### config.mk
export PLATFORM = sky130hd
export DESIGN_NAME = uart_tx_buf
export DESIGN_NICKNAME = d
export VERILOG_FILES = /design/src/rtl/uart_tx_pkg.sv /design/src/rtl/uart_tx_holding.sv /design/src/rtl/uart_tx_shifter.sv /design/src/rtl/uart_tx_irq.sv /design/src/rtl/uart_tx_buf.sv
export SDC_FILE = /design/constraint.sdc
export NUM_CORES = 1
export LEC_CHECK = 0
export ABC_CLOCK_PERIOD_IN_PS = 3700
export CORE_MARGIN = 5
export CORE_UTILIZATION = 50
export CTS_CLUSTER_DIAMETER = 200
export DETAILED_ROUTE_END_ITERATION = 6
export PLACE_DENSITY = 0.76
export SLEW_MARGIN = 30
export SYNTH_ARGS = -nofsm -noshare
export SYNTH_HDL_FRONTEND = slang
export SYNTH_HIERARCHICAL = 1
export SYNTH_SLANG_ARGS = --single-unit
### constraint.sdc
create_clock -name clk -period 3.7 [get_ports clk]
set_input_delay 0.555 -clock clk [delete_from_list [all_inputs] [get_ports clk]]
set_output_delay 0.555 -clock clk [all_outputs]
set_load 0.05 [all_outputs]
### src/rtl/uart_tx_pkg.sv
package uart_tx_pkg;
  typedef enum logic {
    SH_IDLE = 1'b0,
    SH_BUSY = 1'b1
  } sh_state_e;
endpackage

### src/rtl/uart_tx_holding.sv
module uart_tx_holding #(
  parameter int DATA_W = 8
) (
  input  logic              clk,
  input  logic              rst,
  input  logic              wr_en,
  input  logic [DATA_W-1:0] wr_data,
  input  logic              wr_ext,
  input  logic              take,
  output logic [DATA_W:0]   hold_word,
  output logic              empty
);
  always_ff @(posedge clk) begin
    if (rst) begin
      hold_word <= '0;
      empty     <= 1'b1;
    end else if (wr_en) begin
      // a write always wins: the newest character is the one kept
      hold_word <= {wr_ext, wr_data};
      empty     <= 1'b0;
    end else if (take) begin
      empty <= 1'b1;
    end
  end
endmodule

### src/rtl/uart_tx_shifter.sv
module uart_tx_shifter
  import uart_tx_pkg::*;
#(
  parameter int DATA_W   = 8,
  parameter bit EXT_EN   = 1'b1
) (
  input  logic            clk,
  input  logic            rst,
  input  logic            tx_en,
  input  logic            baud_tick,
  input  logic            mode9,
  input  logic            have_data,
  input  logic [DATA_W:0] load_word,
  output logic            take,
  output logic            txd,
  output logic            done
);
  localparam int FRAME_W = DATA_W + 3;
  localparam int CNT_W   = $clog2(FRAME_W + 1);
  localparam logic [CNT_W-1:0] LEN_SHORT = CNT_W'(DATA_W + 2);
  localparam logic [CNT_W-1:0] LEN_LONG  = CNT_W'(DATA_W + 3);

  sh_state_e          state;
  logic [FRAME_W-1:0] sr;
  logic [CNT_W-1:0]   left;
  logic [FRAME_W-1:0] frame;
  logic [CNT_W-1:0]   frame_len;
  logic               last_bit;

  generate
    if (EXT_EN) begin : g_ext
      always_comb begin
        if (mode9) begin
          frame     = {1'b1, load_word[DATA_W], load_word[DATA_W-1:0], 1'b0};
          frame_len = LEN_LONG;
        end else begin
          frame     = {2'b11, load_word[DATA_W-1:0], 1'b0};
          frame_len = LEN_SHORT;
        end
      end
    end else begin : g_noext
      always_comb begin
        frame     = {2'b11, load_word[DATA_W-1:0], 1'b0};
        frame_len = LEN_SHORT;
      end
    end
  endgenerate

  assign last_bit = (state == SH_BUSY) && (left == CNT_W'(1));
  assign take     = tx_en && baud_tick && have_data &&
                    ((state == SH_IDLE) || last_bit);

  always_ff @(posedge clk) begin
    if (rst) begin
      state <= SH_IDLE;
      sr    <= '1;
      left  <= '0;
      txd   <= 1'b1;
      done  <= 1'b1;
    end else if (!tx_en) begin
      state <= SH_IDLE;
      sr    <= '1;
      left  <= '0;
      txd   <= 1'b1;
      done  <= 1'b1;
    end else if (baud_tick) begin
      if (take) begin
        state <= SH_BUSY;
        txd   <= frame[0];
        sr    <= {1'b1, frame[FRAME_W-1:1]};
        left  <= frame_len;
        done  <= 1'b0;
      end else if (last_bit) begin
        state <= SH_IDLE;
        txd   <= 1'b1;
        left  <= '0;
        done  <= 1'b1;
      end else if (state == SH_BUSY) begin
        txd  <= sr[0];
        sr   <= {1'b1, sr[FRAME_W-1:1]};
        left <= left - CNT_W'(1);
      end
    end
  end
endmodule

### src/rtl/uart_tx_irq.sv
module uart_tx_irq (
  input  logic clk,
  input  logic rst,
  input  logic empty_ie,
  input  logic done_ie,
  input  logic empty,
  input  logic done,
  output logic irq
);
  always_ff @(posedge clk) begin
    if (rst) irq <= 1'b0;
    else     irq <= (empty_ie && empty) || (done_ie && done);
  end
endmodule

### src/rtl/uart_tx_buf.sv
module uart_tx_buf #(
  parameter int DATA_W = 8,
  parameter bit EXT_EN = 1'b1
) (
  input  logic              clk,
  input  logic              rst,
  input  logic              tx_en,
  input  logic              mode9,
  input  logic              ninth_bit,
  input  logic              wr_en,
  input  logic [DATA_W-1:0] wr_data,
  input  logic              baud_tick,
  input  logic              empty_ie,
  input  logic              done_ie,
  output logic              txd,
  output logic              dre,
  output logic              tc,
  output logic              irq
);
  logic [DATA_W:0] hold_word;
  logic            take;

  uart_tx_holding #(.DATA_W(DATA_W)) u_hold (
    .clk(clk), .rst(rst), .wr_en(wr_en), .wr_data(wr_data),
    .wr_ext(ninth_bit), .take(take), .hold_word(hold_word), .empty(dre)
  );

  uart_tx_shifter #(.DATA_W(DATA_W), .EXT_EN(EXT_EN)) u_shift (
    .clk(clk), .rst(rst), .tx_en(tx_en), .baud_tick(baud_tick),
    .mode9(mode9), .have_data(!dre), .load_word(hold_word),
    .take(take), .txd(txd), .done(tc)
  );

  uart_tx_irq u_irq (
    .clk(clk), .rst(rst), .empty_ie(empty_ie), .done_ie(done_ie),
    .empty(dre), .done(tc), .irq(irq)
  );
endmodule

After elaboration in Yosys (flattened, before gate mapping)
Index checks and enable logic that the tools add are counted.
{ "word_totals": {"output_inout_bits": 4, "regBits": 29, "inputBits": 17} }
{ "op_classes": {"addsub": 1, "n_reduce_logical": 17, "n_eq_ne": 2, "bitwise_logic": 2, "mux": 17} }
{ "ops": {"columns": ["operator", "n"], "rows": [
  ["two-way mux 11 bit", 3],
  ["two-way mux 4 bit", 3],
  ["two-way mux 1 bit", 10],
  ["two-way mux 10 bit", 1],
  ["logical AND 1 bit", 6],
  ["nonzero test 2 bit", 3],
  ["== test 4 x 1 -> 1 bit, second input constant", 1],
  ["AND reduction 2 bit", 2],
  ["subtractor 4 x 1 -> 4 bit, second input constant", 1],
  ["AND reduction 3 bit", 1],
  ["nonzero test 3 bit", 1],
  ["logical OR 1 bit", 2],
  ["!= test 2 bit, second input constant", 1],
  ["NOT 1 bit", 2],
  ["OR reduction 2 bit", 1],
  ["zero test 1 bit", 1]
]} }

Longest topological paths before layout
Gate-level depths: netlist of run 1.
{ "logic_depth": {"depth_word": 6, "depth_mapped": 8, "mapped_depth_nobuf": 6} }

By module
Netlist of run 1, hierarchy kept.
{ "by_module_without_submodules": {"columns": ["module", "seq_area_each_um2", "area_each_um2", "cells_per_inst", "n_inst"], "rows": [
  ["uart_tx_shifter", 320.3, 883.3, 97, 1],
  ["uart_tx_holding", 200.2, 351.6, 32, 1],
  ["uart_tx_irq", 20.0, 31.3, 3, 1],
  ["uart_tx_buf", 0.0, 3.8, 1, 1]
]} }

Worst setup path after synthesis of run 1
OpenSTA, ideal clock, no wires.
{ "synth_path": {"path_kind": "register -> register", "start": "register u_hold.empty", "end": "register u_shift.sr[3]", "stages_incl_launch_ff": 6, "synth_period_minus_slack_ps": 1866, "arrival_ps": 1744, "setup_ps": 122, "setup_slack_ps": 1834, "cell_sequence": "dfxtp_1 > inv_1 > and3_1 > buf_4 > a22o_2 > a221o_1"} }
{ "synth_between": {"elab_chain_len": 5, "word_cells_on_any_way": 7, "cone_classes": "eq/ne (1); mux (1); reduce/logical (5)"} }
{ "synth_rtl": {"columns": ["item", "line_no", "source"], "rows": [
  ["from (decl)", "uart_tx_holding.sv:11", "output logic empty"],
  ["from (signal assigned)", "uart_tx_holding.sv:16", "empty <= 1'b1;"],
  ["from (signal assigned)", "uart_tx_holding.sv:20", "empty <= 1'b0;"],
  ["from (signal assigned)", "uart_tx_holding.sv:22", "empty <= 1'b1;"],
  ["zero test 1 bit *", "uart_tx_buf.sv:30", ".mode9(mode9), .have_data(!dre), .load_word(hold_word),"],
  ["logical AND 1 bit * (2 in a row)", "uart_tx_shifter.sv:50", "assign take = tx_en && baud_tick && have_data &&"],
  ["!= test 2 bit (no source line) / nonzero test 2 bit (equally long branches)", null, null],
  ["AND reduction 3 bit (no source line)", null, null],
  ["to (signal assigned)", "uart_tx_shifter.sv:70", "sr <= {1'b1, frame[FRAME_W-1:1]};"],
  ["to (signal assigned)", "uart_tx_shifter.sv:80", "sr <= {1'b1, sr[FRAME_W-1:1]};"],
  ["to (decl)", "uart_tx_shifter.sv:24", "logic [FRAME_W-1:0] sr;"]
]} }
Mark *: on every way between the ends. The rest lies on a longest branch, timed or not.
A chain may end at the register's enable or synchronous reset.

Worst setup path after layout of run 1
{ "layout_path": {"start": "register u_shift.done", "end": "output port tc"} }
{ "layout_rtl": {"columns": ["item", "line_no", "source"], "rows": [
  ["from (decl)", "uart_tx_shifter.sv:16", "output logic done"],
  ["from (signal assigned)", "uart_tx_shifter.sv:59", "done <= 1'b1;"],
  ["from (signal assigned)", "uart_tx_shifter.sv:65", "done <= 1'b1;"],
  ["from (signal assigned)", "uart_tx_shifter.sv:72", "done <= 1'b0;"],
  ["to (decl)", "uart_tx_buf.sv:17", "output logic tc,"]
]} }
No word-level cell between the ends.

==> metrics, run 1 <==
vias in the first global route 913; CTS tree done; Cells after Synth 133; DR vias 1033; measured slew at the worst slew-check pin 0.702 ns; Adder-Cell Fraction of Synth Area 0.0197; layout cell share with drive strength beyond 1 0.0608; mux contribution to synthesized area 0.0798; vias per cell 5.80; mapped cell area 0.00127 mm^2; flip-flop and latch area 541 um^2; Post-synth EDFFs 0; H-tree depth 1; CTS sink cnt 27; Reg2Reg Depth 5; RePlAce Congestion 0.885; Hold Vio Cnt, Final 0; Die Wd 60.4 um; Die Y 60.4 um; net count after synthesis 152; core area 0.00245 mm^2; Max Cap Viol 0; clock-pin slew on the worst setup and hold paths 0.13 ns; skew final 0.00681 ns; CP startpoint kind flop; status completed; Critical path buffers and inverters 1; Worst path depth 1; # IOs 21; Seq cells post-synth 27; Routed Antenna Nets 0; main flop type after synthesis dfxtp_1; Final setup viols 0; WS Path Type reg -> out; drt first pass iters 5; Initial Util 0.517; crit path max fanout 4; Critical Path, Cell by Cell clkdlybuf4s50_1; Worst-Skew Late Latency 0.31 ns; setup TNS 0 ns; PostCTS Resize Cnt 0; clk buf depth 2; Congestion Overflow GR 0; fin nets 168; Slew Limit Headroom 0.530; Critical Path Sink Type output port; antenna violations before repair 0; TritonCTS Buffers 3; xor/xnor share of the synthesized area 0; All-Layer GR Usage 0.149; post-synthesis cell type count 36; Antenna diodes 0; CP arrival 1.52 ns; f_max 483 MHz; largest family of logic cells by synthesized area compound AO/OA/AOI/OAI gates; fin. max-slew vios 0; DP HPWL 1.88 mm; final core utilization 0.597; Area Overhead vs Synth 15.4%; CP peak stage delay 0.82 ns; filler instances 224; post-CTS setup buffers 0; I/O Buffers 20; critical path's top delay family buffers and inverters; DRC 0; Syn Area/Cell 9.55 um^2; Power Dens Cells 340 mW/mm^2; First DRT Iteration DRCs 47; Syn. warnings 6; asr flop ratio synth 0; die area 0.00365 mm^2; hold-fix buffer count after cts 0; slowest CP cell clkdlybuf4s50_1; wire length per cell 14.2 um; peak supply drop 0.000378 V; simple-gate portion of the synthesized area 0.173; CP required 3.14 ns; Pleak 0.543 nW; complex-gate fraction of the synthesized area 0.226; largest net degree at the start of global routing 17; drt total wl 2.53 mm; first-pass GRT wire length 4.15 mm; row count 18; footprint of the multi-input gates 638 um^2; fin crit share 0.560; RSZ-0062 raised after global routing false; root buf cell clkbuf_4; Final Critical Period 2.07 ns; Hold Crit Class reg -> reg; register area share after synthesis 0.426; worst hold stages 1
[logic make-up (layout without fill, tap and decap cells)]
logic type      Yosys count  after routing
compound gates           36             36
fa+ha+maj                 2              2
buf+inv                  15             30
flops                    27             27
mux                      10             10
simple gates             43             43
[worst paths after layout]
kind	from	slack (ns)	to
setup / recovery	u_shift/done	1.63	tc
hold / removal	u_shift/sr[5]	0.50	u_shift/sr[5]
setup reg to reg	u_shift/left[1]	1.67	u_shift/sr[3]
hold reg to reg	u_shift/sr[5]	0.50	u_shift/sr[5]
[report_power, final]
part | switching, W | internal, W
clock | 0.0000768 | 0.0000421
sequential | 0.00000773 | 0.000302
combinational | 0.0000344 | 0.0000349
total | 0.000119 | 0.000379
[stage by stage]
stage | setup slack, ns | cells | area (um^2) | total power (W) | hold slack, ns
after CTS | 1.61 | 178 | 1470 | 0.000503 | 0.507
after global routing | 1.56 | 178 | 1470 | 0.000520 | 0.515
after global placement | 1.41 | 174 | 1430 | 0.000383 | 0.465
after detailed placement | 1.42 | 174 | 1440 | 0.000385 | 0.476
final | 1.63 | 178 | 1470 | 0.000498 | 0.503
after floorplan | 1.83 | 133 | 1270 | 0.000358 | 0.449
[cells in the final DEF, fill, tap and decap left out, types with 2 or more instances in the layout]
| cell | netlist | layout |
|---|---|---|
| dfxtp_1 | 27 | 27 |
| o21ai_0 | 4 | 4 |
| a22o_1 | 6 | 6 |
| clkdlybuf4s50_1 | 0 | 20 |
| nand2_1 | 5 | 5 |
| nand3_1 | 3 | 3 |
| nand4_1 | 2 | 2 |
| a221o_1 | 8 | 8 |
| nor2_1 | 15 | 15 |
| inv_1 | 6 | 6 |
| a22o_2 | 2 | 2 |
| or3_1 | 8 | 8 |
| ha_1 | 2 | 2 |
| a21oi_1 | 6 | 6 |
| mux2i_1 | 9 | 9 |
| a31oi_1 | 2 | 2 |
| nor3_1 | 2 | 2 |
| clkbuf_4 | 0 | 3 |
| o221a_2 | 2 | 2 |
[cell usage after synthesis, types with 2 or more instances]
cell / instances / area [um^2]
nand2_1: 5 / 18.8
mux2i_1: 9 / 90.1
inv_1: 6 / 22.5
dfxtp_1: 27 / 541
ha_1: 2 / 25.0
a22o_2: 2 / 20.0
buf_4: 2 / 15.0
buf_2: 2 / 10.0
or3_1: 8 / 50.1
a221o_1: 8 / 80.1
o21ai_0: 4 / 20.0
o221a_2: 2 / 22.5
a22o_1: 6 / 52.6
a31oi_1: 2 / 12.5
nand4_1: 2 / 12.5
nand3_1: 3 / 15.0
buf_6: 4 / 45.0
a21oi_1: 6 / 30.0
nor2_1: 15 / 56.3
nor3_1: 2 / 10.0
[per-layer routing]
| metal | vias to the layer above | GRT usage | wire [um] |
|---|---|---|---|
| met4 | 0 | 0.0411 | 21 |
| met5 | - | 0 | 0 |
| met1 | 471 | 0.210 | 1200 |
| met2 | 38 | 0.227 | 1160 |
| met3 | 2 | 0.0383 | 153 |
| li1 | 522 | - | - |
[state kept, by name (all words and copies together) (netlist names)]
name and flops:
u_shift/state 1, u_shift/left 4, u_shift/sr 9, u_irq/irq 1
u_shift/done 1, u_hold/hold_word 9, u_shift/txd 1, u_hold/empty 1
[cell type report]
| cell class | instances | share of cell area |
|---|---|---|
| Multi-Input combinational cell | 91 | 0.436 |
| Sequential cell | 27 | 0.369 |
| Timing Repair Buffer | 20 | 0.137 |
| Tap cell | 30 | 0.0256 |
| Clock buffer | 4 | 0.0179 |
| Inverter | 6 | 0.0154 |
Note: power is estimated with default switching activity, not from simulation.
==> run 2: changes to the inputs <==
--- a/config.mk
+++ b/config.mk
@@ -5,12 +5,12 @@
 export SDC_FILE = /design/constraint.sdc
 export NUM_CORES = 1
 export LEC_CHECK = 0
-export ABC_CLOCK_PERIOD_IN_PS = 3700
+export ABC_CLOCK_PERIOD_IN_PS = 1750
 export CORE_MARGIN = 5
-export CORE_UTILIZATION = 50
+export CORE_UTILIZATION = 46
 export CTS_CLUSTER_DIAMETER = 200
 export DETAILED_ROUTE_END_ITERATION = 6
-export PLACE_DENSITY = 0.76
+export PLACE_DENSITY = 0.73
 export SLEW_MARGIN = 30
 export SYNTH_ARGS = -nofsm -noshare
 export SYNTH_HDL_FRONTEND = slang
==> constraint.sdc (replaced) <==
create_clock -name clk -period 1.75 [get_ports clk]
set_input_delay 0.2625 -clock clk [delete_from_list [all_inputs] [get_ports clk]]
set_output_delay 0.2625 -clock clk [all_outputs]
set_load 0.05 [all_outputs]
==> metrics, run 2 (synthesis gave the netlist of run 1 again) <==
status completed; Final setup viols 0; wire length per cell 14.4 um; final core utilization 0.604; # IOs 21; CTS tree done; Congestion Overflow GR 0; First DRT Iteration DRCs 54; H-tree depth 1; Slew Limit Headroom 0.663; clock-pin slew on the worst setup and hold paths 0.14 ns; Max Cap Viol 0; CP required 1.96 ns; f_max 591 MHz; Antenna diodes 0; row count 19; Hold Vio Cnt, Final 0; skew final 0.00525 ns; Regs by FF count u_hold/hold_word: 9 flops, u_shift/sr: 9 flops, u_shift/left: 4 flops; Worst-Skew Late Latency 0.31 ns; Routed Antenna Nets 0; Crit. Startpoint u_shift/left[1]; most common cell after layout, fill and taps aside dfxtp_1; DR vias 1145; Power Dens Cells 659 mW/mm^2; peak supply drop 0.000655 V; Min Hold Slack 0.510 ns; clk buf depth 2; drt total wl 2.89 mm; Final Critical Period 1.69 ns; vias in the first global route 1081; DRC 0; core area 0.00271 mm^2; Hold Crit Class reg -> reg; worst reg-to-reg setup slack 0.06 ns; Die Y 62.5 um; FF-to-FF End u_shift/sr[1]; CTS sink cnt 27; antenna violations before repair 0; Die Wd 62.5 um; All-Layer GR Usage 0.143; TritonCTS Buffers 3; layout cell share with drive strength beyond 1 0.231; DP HPWL 2.17 mm; Initial Util 0.469; I/O Buffers 20; root buf cell clkbuf_4; crit path max fanout 6; critical path endpoint u_shift/sr[1]; CP arrival 1.91 ns; fin crit share 0.967; CP startpoint kind flop; measured slew at the worst slew-check pin 0.504 ns; die area 0.00391 mm^2; WS Path Type reg -> reg; drt first pass iters 4; fin nets 189; most frequent cells in the layout 24 x dfxtp_1, 22 x buf_4, 16 x clkdlybuf4s50_1; Critical Path Sink Type flop; largest net degree at the start of global routing 15; RePlAce Congestion 0.859; Reg2Reg Depth 6; fin. max-slew vios 0; r2r startpoint u_shift/left[1]; Pleak 0.656 nW; vias per cell 5.73; Area Overhead vs Synth 29.0%; filler instances 242; first-pass GRT wire length 4.73 mm
run 2: report_power, final:
group / internal [W] / switching (W) / total [W]
combinational: 0.0000886 / 0.0000795 / 0.000168
clock: 0.0000890 / 0.000168 / 0.000257
sequential: 0.000639 / 0.0000151 / 0.000654
total: 0.000817 / 0.000263 / 0.00108
run 2: critical path: stages (launching register included):
cell and delay (ns):
dfxtp_2 0.35, inv_2 0.06, ha_4 0.13, or3b_4 0.38
buf_2 0.18, a22o_1 0.19, a221o_1 0.31
run 2: layout make-up:
type	count	area (um^2)	share of cell area
Sequential cell	27	544	0.332
Multi-Input combinational cell	91	652	0.398
Tap cell	31	38.8	0.0237
Inverter	6	22.5	0.0138
Timing Repair Buffer	41	354	0.216
Clock buffer	4	26.3	0.0160
run 2: repair_timing:
item / CTS / global route
setup buffers: 2 / 0
setup endpoints to repair: 3 / 12
pin swaps: 1 / 0
gates resized for setup: 5 / 5
hold buffers: 0 / 0
cloned: 1 / 0
run 2: per-layer routing:
metal  vias up  global-route usage  wire length [um]
met5         -                   0                 0
met4         0              0.0584                24
met3         4              0.0234               130
met2        31               0.237              1430
met1       540               0.182              1310
li1        570                   -                 -
run 2: worst min path at each step:
stage,startpoint,endpoint,cells past startpoint
5_1_grt,u_shift/sr[2],u_shift/sr[2],1
3_5_place_dp,u_shift/sr[2],u_shift/sr[2],1
2_1_floorplan,rst,u_irq/irq,1
3_3_place_gp,u_shift/sr[5],u_shift/sr[5],1
6_report,u_shift/sr[0],u_shift/sr[0],1
4_1_cts,u_shift/sr[2],u_shift/sr[2],1
run 2: stage by stage:
stage | instances | power (W) | setup TNS (ns) | setup slack, ns | cell area (um^2)
2_1_floorplan | 133 | 0.000757 | 0 | 0.0386 | 1270
3_3_place_gp | 193 | 0.000826 | 0 | 0.0134 | 1560
3_5_place_dp | 193 | 0.000833 | -0.110 | -0.0468 | 1560
4_1_cts | 200 | 0.00109 | 0 | 0.0187 | 1620
5_1_grt | 200 | 0.00113 | -0.00374 | -0.00374 | 1640
6_report | 200 | 0.00108 | 0 | 0.0571 | 1640
==> run 3: changes to the inputs <==
--- a/config.mk
+++ b/config.mk
@@ -6,11 +6,11 @@
 export NUM_CORES = 1
 export LEC_CHECK = 0
 export ABC_CLOCK_PERIOD_IN_PS = 1750
-export CORE_MARGIN = 5
 export CORE_UTILIZATION = 46
 export CTS_CLUSTER_DIAMETER = 200
 export DETAILED_ROUTE_END_ITERATION = 6
 export PLACE_DENSITY = 0.73
+export RECOVER_POWER = 100
 export SLEW_MARGIN = 30
 export SYNTH_ARGS = -nofsm -noshare
 export SYNTH_HDL_FRONTEND = slang
==> metrics, run 3 (synthesis gave the netlist of run 1 again) <==
Pleak 0.624 nW; Final setup viols 0; Reg2Reg Depth 4; Worst Min Path Start u_shift/sr[4]; Max Cap Viol 0; skew final 0.00371 ns; TritonCTS Buffers 3; First DRT Iteration DRCs 24; Critical Path Sink Type flop; Initial Util 0.499; DR vias 1068; fin. max-slew vios 0; first-pass GRT wire length 4.46 mm; antenna violations before repair 0; H-tree depth 1; core area 0.00254 mm^2; flip-flop and latch area 543 um^2; peak supply drop 0.000615 V; Slew Limit Headroom 0.597; clk buf depth 2; root buf cell clkbuf_4; drt total wl 2.68 mm; row count 18; RSZ-0062 raised after global routing false; CP arrival 1.88 ns; worst reg-to-reg setup slack 0.1 ns; Final Critical Period 1.65 ns; wire length per cell 13.6 um; All-Layer GR Usage 0.206; RePlAce Congestion 0.785; DP HPWL 2.01 mm; largest net degree at the start of global routing 16; Power Dens Cells 677 mW/mm^2; I/O Buffers 20; Critical path buffers and inverters 0; Routed Antenna Nets 0; CP peak stage delay 0.45 ns; f_max 605 MHz; FF-to-FF End u_shift/sr[6]; vias per cell 5.42; Worst-Skew Late Latency 0.32 ns; Placed Instance Area 0.00157 mm^2; vias in the first global route 980; Hold Path Sink u_shift/sr[4]; clock-pin slew on the worst setup and hold paths 0.14 ns; hold-fix buffer count after cts 0; measured slew at the worst slew-check pin 0.607 ns; layout cell share with drive strength beyond 1 0.186; Area Overhead vs Synth 25.6%; footprint of the multi-input gates 648 um^2; placed insts 192; final core utilization 0.627; CP startpoint kind flop; Regs by FF count u_hold/hold_word: 9 flops, u_shift/sr: 9 flops, u_shift/left: 4 flops; CTS sink cnt 27; PnR Total Power 0.00108 W; Hold Crit Class reg -> reg; fin crit share 0.944; Die Y 54.5 um; Die Wd 54.5 um; slowest CP cell or3b_4; # IOs 21; filler instances 238; Layout Cells excl Fill 197; Antenna diodes 0; r2r startpoint u_shift/left[0]; status completed; Critical Path, Cell by Cell ha_4, or3b_4, a22o_2, a221o_1; Hold Vio Cnt, Final 0; WS Path Type reg -> reg; critical path's top delay family compound AO/OA/AOI/OAI gates; CP required 1.98 ns; Congestion Overflow GR 0; die area 0.00298 mm^2; CTS tree done; drt first pass iters 4; final instance area 0.00160 mm^2; crit path max fanout 13; DRC 0; fin nets 187; worst hold stages 1; most common cell after layout, fill and taps aside dfxtp_1; most frequent cells in the layout 25 x dfxtp_1, 15 x clkdlybuf4s50_1, 15 x nor2_1, 15 x buf_4, 9 x mux2i_1
run 3: how the worst max path moves through the flow:
| stage | to | slack (ns) | start | cells past startpoint |
|---|---|---|---|---|
| global placement | u_shift/sr[3] | 0.009 | baud_tick | 5 |
| floorplan | u_shift/sr[0] | 0.04 | u_shift/left[1] | 7 |
| detailed placement | u_shift/sr[3] | -0.03 | u_shift/left[1] | 5 |
| global route | u_hold/empty | 0.02 | u_shift/left[0] | 6 |
| CTS | u_shift/sr[2] | 0.003 | u_shift/left[1] | 7 |
| finish | u_shift/sr[6] | 0.1 | u_shift/left[0] | 4 |
run 3: worst register-to-register path, stage by stage, from the launching register on:
cell and delay, ns:
dfxtp_1 0.41, ha_4 0.16, or3b_4 0.45, a22o_2 0.23, a221o_1 0.31
run 3: where the power goes:
group / switching [W] / leakage (nW) / internal [W] / total [W]
logic: 0.0000785 / 0.385 / 0.0000820 / 0.000161
clock network: 0.000179 / 0.0177 / 0.0000856 / 0.000265
registers: 0.0000147 / 0.221 / 0.000639 / 0.000654
run 3: layout make-up:
class                   count  share of cell area
clock buffers               3              0.0141
repair buffers             39               0.198
inverters                   6              0.0141
well taps                  30              0.0235
flip-flops and latches     27               0.340
multi-input cells          91               0.406
clock inverters             1             0.00314
run 3: timing repair:
item	CTS	global route
gates resized for setup	3	8
gates cloned	0	1
setup buffers	0	1
pin swaps	0	2
setup endpoints to repair	9	9
run 3: metrics by stage:
| stage | TNS (ns) | setup slack [ns] | hold slack (ns) |
|---|---|---|---|
| global route | 0 | 0.0162 | 0.529 |
| CTS | 0 | 0.00264 | 0.503 |
| global placement | 0 | 0.00902 | 0.462 |
| detailed placement | -0.0992 | -0.0334 | 0.468 |
| finish | 0 | 0.0973 | 0.501 |
| floorplan | 0 | 0.0386 | 0.335 |
run 3: routing by layer:
layer	wire length (um)	track usage	up-vias
li1	-	-	562
met1	1410	0.279	492
met2	1200	0.337	12
met3	53	0.0500	2
met4	12	0.0256	0
met5	0	0	-
